--- src/rtl/spim_pkg.sv ---
package spim_pkg;

    localparam int WORD_W   = 32;
    localparam int HOLD_BIT = 28;
    localparam int CS_LSB   = 16;
    localparam int CS_W     = 8;
    localparam int DATA_W   = 16;

    typedef struct packed {
        logic              hold;
        logic [CS_W-1:0]   cs_pat;
        logic [DATA_W-1:0] data;
    } cmd_t;

    typedef enum logic [1:0] {
        ST_IDLE  = 2'd0,
        ST_SHIFT = 2'd1,
        ST_GAP   = 2'd2
    } tx_state_t;

    function automatic cmd_t decode_word(input logic [WORD_W-1:0] w);
        cmd_t c;
        c.hold   = w[HOLD_BIT];
        c.cs_pat = w[CS_LSB +: CS_W];
        c.data   = w[DATA_W-1:0];
        return c;
    endfunction

endpackage

--- src/rtl/spim_halfper.sv ---
module spim_halfper #(
    parameter int DIV_W = 8
) (
    input  logic             clk,
    input  logic             rst,
    input  logic             run,
    input  logic [DIV_W-1:0] half,
    output logic             tick
);
    logic [DIV_W-1:0] cnt;
    logic             at_end;

    assign at_end = (cnt == half - DIV_W'(1));
    assign tick   = run && at_end;

    always_ff @(posedge clk) begin
        if (rst || !run || at_end) begin
            cnt <= '0;
        end else begin
            cnt <= cnt + DIV_W'(1);
        end
    end
endmodule

--- src/rtl/spim_shift.sv ---
module spim_shift #(
    parameter int W = 8
) (
    input  logic         clk,
    input  logic         rst,
    input  logic         load,
    input  logic [W-1:0] load_val,
    input  logic         shift,
    output logic         msb
);
    logic [W-1:0] sr;

    always_ff @(posedge clk) begin
        if (rst) begin
            sr <= '0;
        end else if (load) begin
            sr <= load_val;
        end else if (shift) begin
            sr <= {sr[W-2:0], 1'b0};
        end
    end

    assign msb = sr[W-1];
endmodule

--- src/rtl/spi_hold_tx.sv ---
module spi_hold_tx
    import spim_pkg::*;
#(
    parameter int CHAR_LEN = 8,
    parameter int DIV_W    = 8
) (
    input  logic              clk,
    input  logic              rst,
    input  logic [DIV_W-1:0]  clk_div,
    input  logic              word_valid,
    input  logic [WORD_W-1:0] word_data,
    output logic              word_ready,
    output logic              sclk,
    output logic              mosi,
    output logic [CS_W-1:0]   cs_n,
    output logic              busy
);
    localparam int CNT_W = (CHAR_LEN > 1) ? $clog2(CHAR_LEN) : 1;

    tx_state_t        st;
    cmd_t             cmd;
    logic             accept;
    logic             tick;
    logic             sclk_r;
    logic             hold_r;
    logic [CS_W-1:0]  cs_r;
    logic [CNT_W-1:0] bit_cnt;
    logic [DIV_W-1:0] half_r;
    logic [DIV_W-1:0] half_in;
    logic             shift_en;

    assign cmd        = decode_word(word_data);
    assign word_ready = (st == ST_IDLE);
    assign accept     = word_valid && word_ready;
    assign half_in    = ((clk_div >> 1) == '0) ? DIV_W'(1) : (clk_div >> 1);
    assign shift_en   = (st == ST_SHIFT) && tick && sclk_r && (bit_cnt != '0);

    generate
        if (CHAR_LEN < DATA_W) begin : g_unused_hi
            logic unused_hi;
            assign unused_hi = ^cmd.data[DATA_W-1:CHAR_LEN];
        end
    endgenerate

    spim_halfper #(.DIV_W(DIV_W)) u_half (
        .clk  (clk),
        .rst  (rst),
        .run  (st != ST_IDLE),
        .half (half_r),
        .tick (tick)
    );

    spim_shift #(.W(CHAR_LEN)) u_shift (
        .clk      (clk),
        .rst      (rst),
        .load     (accept),
        .load_val (cmd.data[CHAR_LEN-1:0]),
        .shift    (shift_en),
        .msb      (mosi)
    );

    always_ff @(posedge clk) begin
        if (rst) begin
            st      <= ST_IDLE;
            sclk_r  <= 1'b0;
            hold_r  <= 1'b0;
            cs_r    <= '1;
            bit_cnt <= '0;
            half_r  <= DIV_W'(1);
        end else begin
            case (st)
                ST_IDLE: begin
                    if (accept) begin
                        cs_r    <= cmd.cs_pat;
                        hold_r  <= cmd.hold;
                        bit_cnt <= CNT_W'(CHAR_LEN - 1);
                        half_r  <= half_in;
                        st      <= ST_SHIFT;
                    end
                end
                ST_SHIFT: begin
                    if (tick) begin
                        if (!sclk_r) begin
                            sclk_r <= 1'b1;
                        end else begin
                            sclk_r <= 1'b0;
                            if (bit_cnt == '0) begin
                                if (hold_r) begin
                                    st <= ST_IDLE;
                                end else begin
                                    cs_r <= '1;
                                    st   <= ST_GAP;
                                end
                            end else begin
                                bit_cnt <= bit_cnt - CNT_W'(1);
                            end
                        end
                    end
                end
                ST_GAP: begin
                    if (tick) begin
                        st <= ST_IDLE;
                    end
                end
                default: st <= ST_IDLE;
            endcase
        end
    end

    assign sclk = sclk_r;
    assign cs_n = cs_r;
    assign busy = (st == ST_SHIFT) || ((st == ST_IDLE) && hold_r);
endmodule

--- config.mk ---
export PLATFORM = sky130hd
export DESIGN_NAME = spi_hold_tx
export DESIGN_NICKNAME = d
export VERILOG_FILES = /design/src/rtl/spim_pkg.sv /design/src/rtl/spim_halfper.sv /design/src/rtl/spim_shift.sv /design/src/rtl/spi_hold_tx.sv
export SDC_FILE = /design/constraint.sdc
export NUM_CORES = 1
export LEC_CHECK = 0
export CAP_MARGIN = 10
export CORE_MARGIN = 2
export CORE_UTILIZATION = 44
export CTS_CLUSTER_DIAMETER = 150
export DETAILED_ROUTE_END_ITERATION = 6
export GPL_TIMING_DRIVEN = 0
export MAX_ROUTING_LAYER = met4
export PLACE_DENSITY = 0.77
export SETUP_SLACK_MARGIN = 0.2
export SLEW_MARGIN = 10
export SYNTH_ARGS = -nofsm -noshare
export SYNTH_HDL_FRONTEND = slang
export SYNTH_SLANG_ARGS = --single-unit
--- constraint.sdc ---
create_clock -name clk -period 6.2 [get_ports clk]
set_input_delay 0.93 -clock clk [delete_from_list [all_inputs] [get_ports clk]]
set_output_delay 0.93 -clock clk [all_outputs]
set_load 0.02 [all_outputs]
Word level (Yosys, flattened, before mapping) --
Cells that the tools add are included.
Storage, ports and cells: register bits 39, memories kept 0, input bits 43, bits in latches 0, bits in writable memories 0, ROM bits 0, output and inout bits 12
Operators by class: bitwise operators 0, add/subtract/negate cells 3, divide/modulo/power cells 0, muxes and demuxes 22, multiply operators 0, order comparisons 0, reduce and logical (&&, ||, !) cells 22, equal/unequal tests 10, shift operators 0
Operators with widths (count):
- $mux W8 | 7
- $pmux W8 S2 | 1
- $mux W2 | 6
- $mux W3 | 4
- $ne A2 B2 Y1 const B | 6
- $reduce_and A5 Y1 | 2
- $add A8 B1 Y8 const B | 1
- $eq A8 B8 Y1 | 1
- $logic_not A8 Y1 | 1
- $sub A8 B1 Y8 const B | 1
- $mux W7 | 1
- $logic_and A1 B1 Y1 | 6
- $pmux W2 S3 | 1
- $pmux W3 S2 | 1
- $reduce_and A6 Y1 | 1
- $reduce_bool A2 Y1 | 3
- $reduce_and A2 Y1 | 2
- $logic_not A3 Y1 | 1
- $logic_or A1 B1 Y1 | 3
- $reduce_bool A3 Y1 | 1
- $sub A3 B1 Y3 const B | 1
- $eq A2 B1 Y1 const B | 1
- $eq A2 B2 Y1 const B | 1
- $logic_not A2 Y1 | 1
- 3 further kinds | 3

Depth between registers and ports, before layout --
depth in word-level cells 8, mapped depth 11, mapped depth without buffers 8

By module --
From an unflattened synthesis, not the netlist that was laid out.
Unflattened totals: cells, all modules 212, area, all modules 1970.6 sq um
Modules (own cells, without submodules):
- spi_hold_tx | area an instance 987.2 sq um, cells an instance 107, sequential area each 440.4 sq um, instances 1
- spim_halfper | area an instance 614.3 sq um, cells an instance 70, sequential area each 160.2 sq um, instances 1
- spim_shift | area an instance 369.1 sq um, cells an instance 35, sequential area each 160.2 sq um, instances 1

Worst setup path before layout --
No wires, ideal clock.
path kind reg-to-reg, from register half_r[0], to register bit_cnt[0], stages on the path, launching flop included 12, path buffers 3, period minus slack after synthesis 2.616 ns, data arrival time 2.494 ns, path slack 3.584 ns, library setup time 0.121 ns, cell sequence dfxtp_1 > buf_6 > inv_1 > ha_1 > buf_2 > o21ba_2 > a221oi_1 > a41oi_1 > a2111oi_4 > nand4b_4 > buf_6 > mux2_4
Between the ends: cells in the longest elaborated chain, start to end 5
Ends and longest elaborated chain:
- start, declared | line spi_hold_tx.sv:28 | logic [DIV_W-1:0] half_r;
- start signal, assigned | line spi_hold_tx.sv:77 | half_r <= half_in;
- $sub A8 B1 Y8 | line spim_halfper.sv:13 | assign at_end = (cnt == half - DIV_W'(1));
- $eq A8 B8 Y1 | line spim_halfper.sv:13
- $logic_and A1 B1 Y1 | line spim_halfper.sv:14 | assign tick = run && at_end;
- $ne A2 B2 Y1 (no source line)
- $reduce_and A5 Y1 (no source line)
- end signal, assigned | line spi_hold_tx.sv:76 | bit_cnt <= CNT_W'(CHAR_LEN - 1);
- end signal, assigned | line spi_hold_tx.sv:95 | bit_cnt <= bit_cnt - CNT_W'(1);
- end, declared | line spi_hold_tx.sv:27 | logic [CNT_W-1:0] bit_cnt;
No other way between the ends. A chain may end at the register's enable or synchronous reset.

Worst setup path after layout --
from register half_r[1], to register u_shift.sr[2]
Between the ends: cells in the longest elaborated chain, start to end 7
Ends and longest elaborated chain:
- $sub A8 B1 Y8 | line spim_halfper.sv:13
- $eq A8 B8 Y1 | line spim_halfper.sv:13
- $logic_and A1 B1 Y1 | line spim_halfper.sv:14
- $logic_and A1 B1 Y1 (3 in a row) | line spi_hold_tx.sv:36 | assign shift_en = (st == ST_SHIFT) && tick && sclk_r && (bit_cnt != '0);
- $reduce_bool A2 Y1 (no source line)
- end signal, assigned | line spim_shift.sv:17 | sr <= load_val;
- end signal, assigned | line spim_shift.sv:19 | sr <= {sr[W-2:0], 1'b0};
- end, declared | line spim_shift.sv:11 | logic [W-1:0] sr;
No other way between the ends.

==> results.md <==
* Status: complete, no violations
* RePlAce Congestion at 0.7743
* # DRC at 0
* Most common cell after layout, fill and taps aside: dfxtp_1
* Final Cycle Share at 46.26%
* Die area at 0.005027 mm^2
* Netlist cell types at 44
* N_diodes at 0
* Clk_skew at 0.009270 ns
* Worst slew margin at 58.86%
* Post-layout min period at 2.868 ns
* Grt ovf at 0
* Hold_sp: half_r[6]$_SDFFE_PP0P_
* DRT Pass-1 Iters at 4
* Tot Pwr at 552.4 uW
* Clock-pin slew on the worst setup and hold paths at 0.08 ns
* Gr usage total at 18.38%
* Clock Sinks at 38
* Hold WC Path Type: reg -> reg
* Cell count after synthesis at 235
* Mean Syn Cell Area at 8.380 um^2
* Sequential share of the synthesized area at 38.63%
* Htree depth at 2
* PwrDens at 221.0 mW/mm^2
* Max Cap Viol at 0
* Core Footprint at 0.004324 mm^2
* Yosys reg bits at 38
* Nets at 326
* Initial drt markers at 83
* Port bufs at 37
* Antenna violations before repair at 0
* Yosys warns at 0
* Clock root buffer: clkbuf_8
* Hpwl dp at 3.121 mm
* I/O pins at 55
* Setup TNS at 0 ns
* Final worst setup slack at 3.332 ns
* Drt wl/cell at 12.78 um
* Commonest non-fill, non-tap cells in the layout: dfxtp_1 (38), clkdlybuf4s50_1 (37), nor2_1 (34)
* Post-synth EDFFs at 0
* Crit end category: flop
* Peak VDD IR at 104.9 uV
* Hold_buf cts at 0
* Ys flop type: dfxtp_1
* # setup viols final at 0
* Cell Area, Synth at 0.001969 mm^2
* WS Path Type: reg -> reg
* Crit path DAT at 3.04 ns
* Share of post-route cells with drive strength above 1 at 11.79%
* Setup crit start: half_r[1]$_SDFFE_PP0P_
* Syn_nets at 282
* CTS buffer count at 5
* Final wirelength at 4.242 mm
* TritonCTS clock tree: done
* Initial Utilization at 45.54%
* Required time of the worst setup path at 6.37 ns
* Via density at 5.178
* Post-CTS Setup Inserts at 0
* RSZ-0062 raised after global routing: false
* Die X at 70.90 um
* Final Hold Fails at 0
* First-pass GRT wire length at 7.279 mm
* Max Clk Rate at 348.6 MHz
* Max FO, Critical Path at 10
* Reg-to-Reg Start: half_r[1]$_SDFFE_PP0P_
* Post-synthesis async set-or-reset flop share at 0%
* Measured slew at the worst slew-check pin at 0.6142 ns
* Vias in the first global route at 1711
* Clk_lat worst skew at 0.29 ns
* Die Height at 70.90 um
* P&R area growth vs syn at 26.94%
* Vias at 1719
* Post-route ant nets at 0
* Leak Pwr at 1.009 nW
* Pre-CTS setup slack at 3.271 ns
* Post-cts resize count at 0
* Cell row count at 24
* Max-slew violations at 0
* Longest Clk Path Bufs at 2
* Startpoint Class: flop
* Largest net degree at the start of global routing at 13
==> worst max-delay path, stage by stage, from the launching register on <==
cell	delay (ns)
dfxtp_1	0.43
inv_1	0.07
ha_1	0.18
buf_2	0.17
o21ba_2	0.21
a221oi_1	0.27
a41oi_1	0.11
a2111oi_4	0.64
nand4b_4	0.17
buf_6	0.20
mux2_4	0.29
==> sequential cells by signal (all words and copies together), names as in the netlist <==
register and flops:
hold_r 1, sclk 1, bit_cnt 3, st 2, u_half.cnt 8, cs_n 8
half_r 7, u_shift.sr 8
==> final cells by class <==
class / count / area [um^2]
plain buffers: 16 / 77.57
well taps: 52 / 65.06
multi-input cells: 173 / 1101
inverters: 8 / 30.03
clock inverters: 2 / 12.51
repair buffers: 37 / 370.4
fillers: 401 / 1824
flip-flops and latches: 38 / 760.7
clock buffers: 6 / 82.58
==> synth_stat cells (2+ instances only) <==
cell type	n	share of area [%]
dfxtp_1	38	39
nor2_1	34	6.5
nand2_1	32	6.1
a21oi_1	29	7.4
clkbuf_1	11	2.1
o21ai_0	10	2.5
mux2_4	9	6.9
xor2_1	9	4.0
inv_1	8	1.5
xnor2_1	6	2.7
nand3_1	5	1.3
ha_1	4	2.5
nor2b_1	3	0.95
nor3_1	3	0.76
a41oi_1	2	0.89
buf_2	2	0.51
buf_6	2	1.1
nand3b_1	2	0.76
==> cells by family (layout without fill, tap and decap cells) <==
kind of cell / after synthesis / after routing / share of synthesized area, %
compound gates: 53 / 53 / 17.16
mux: 10 / 10 / 7.433
fa+ha+maj: 4 / 4 / 2.541
flops: 38 / 38 / 38.63
buf+inv: 24 / 69 / 5.464
simple gates: 91 / 91 / 22.11
xor+xnor: 15 / 15 / 6.671
==> power breakdown <==
group,internal [mW],total [mW],switching [mW]
registers,0.257,0.266,0.00930
logic,0.0550,0.110,0.0551
clock network,0.0894,0.176,0.0870
total,0.401,0.552,0.151
==> per-stage QoR <==
stage               utilization, %  instance area, um^2  cells  hold WS [ns]
finish                       57.81                 2500    332        0.4880
global route                 57.81                 2500    332        0.5217
global placement             55.61                 2405    324        0.4633
CTS                          57.81                 2500    332        0.4912
floorplan                        -                 1969    235        0.4475
detailed placement           55.61                 2405    324        0.4796
==> final timing paths <==
kind | endpoint | slack [ns] | cells past startpoint
min | half_r[6]$_SDFFE_PP0P_ | 0.49 | 2
max | u_shift.sr[2]$_SDFFE_PP0P_ | 3.33 | 10
min reg2reg | half_r[6]$_SDFFE_PP0P_ | 0.49 | 2
max reg2reg | u_shift.sr[2]$_SDFFE_PP0P_ | 3.33 | 10
==> metal layers <==
layer  GRT usage (%)  vias up  routed length, um
li1                -      885                  -
met5               -        -                  0
met4           5.660        0                 48
met1           22.61      793               1984
met2           29.60       35               2012
met3           4.843        6                196
Note: power is estimated with default switching activity, not from simulation.
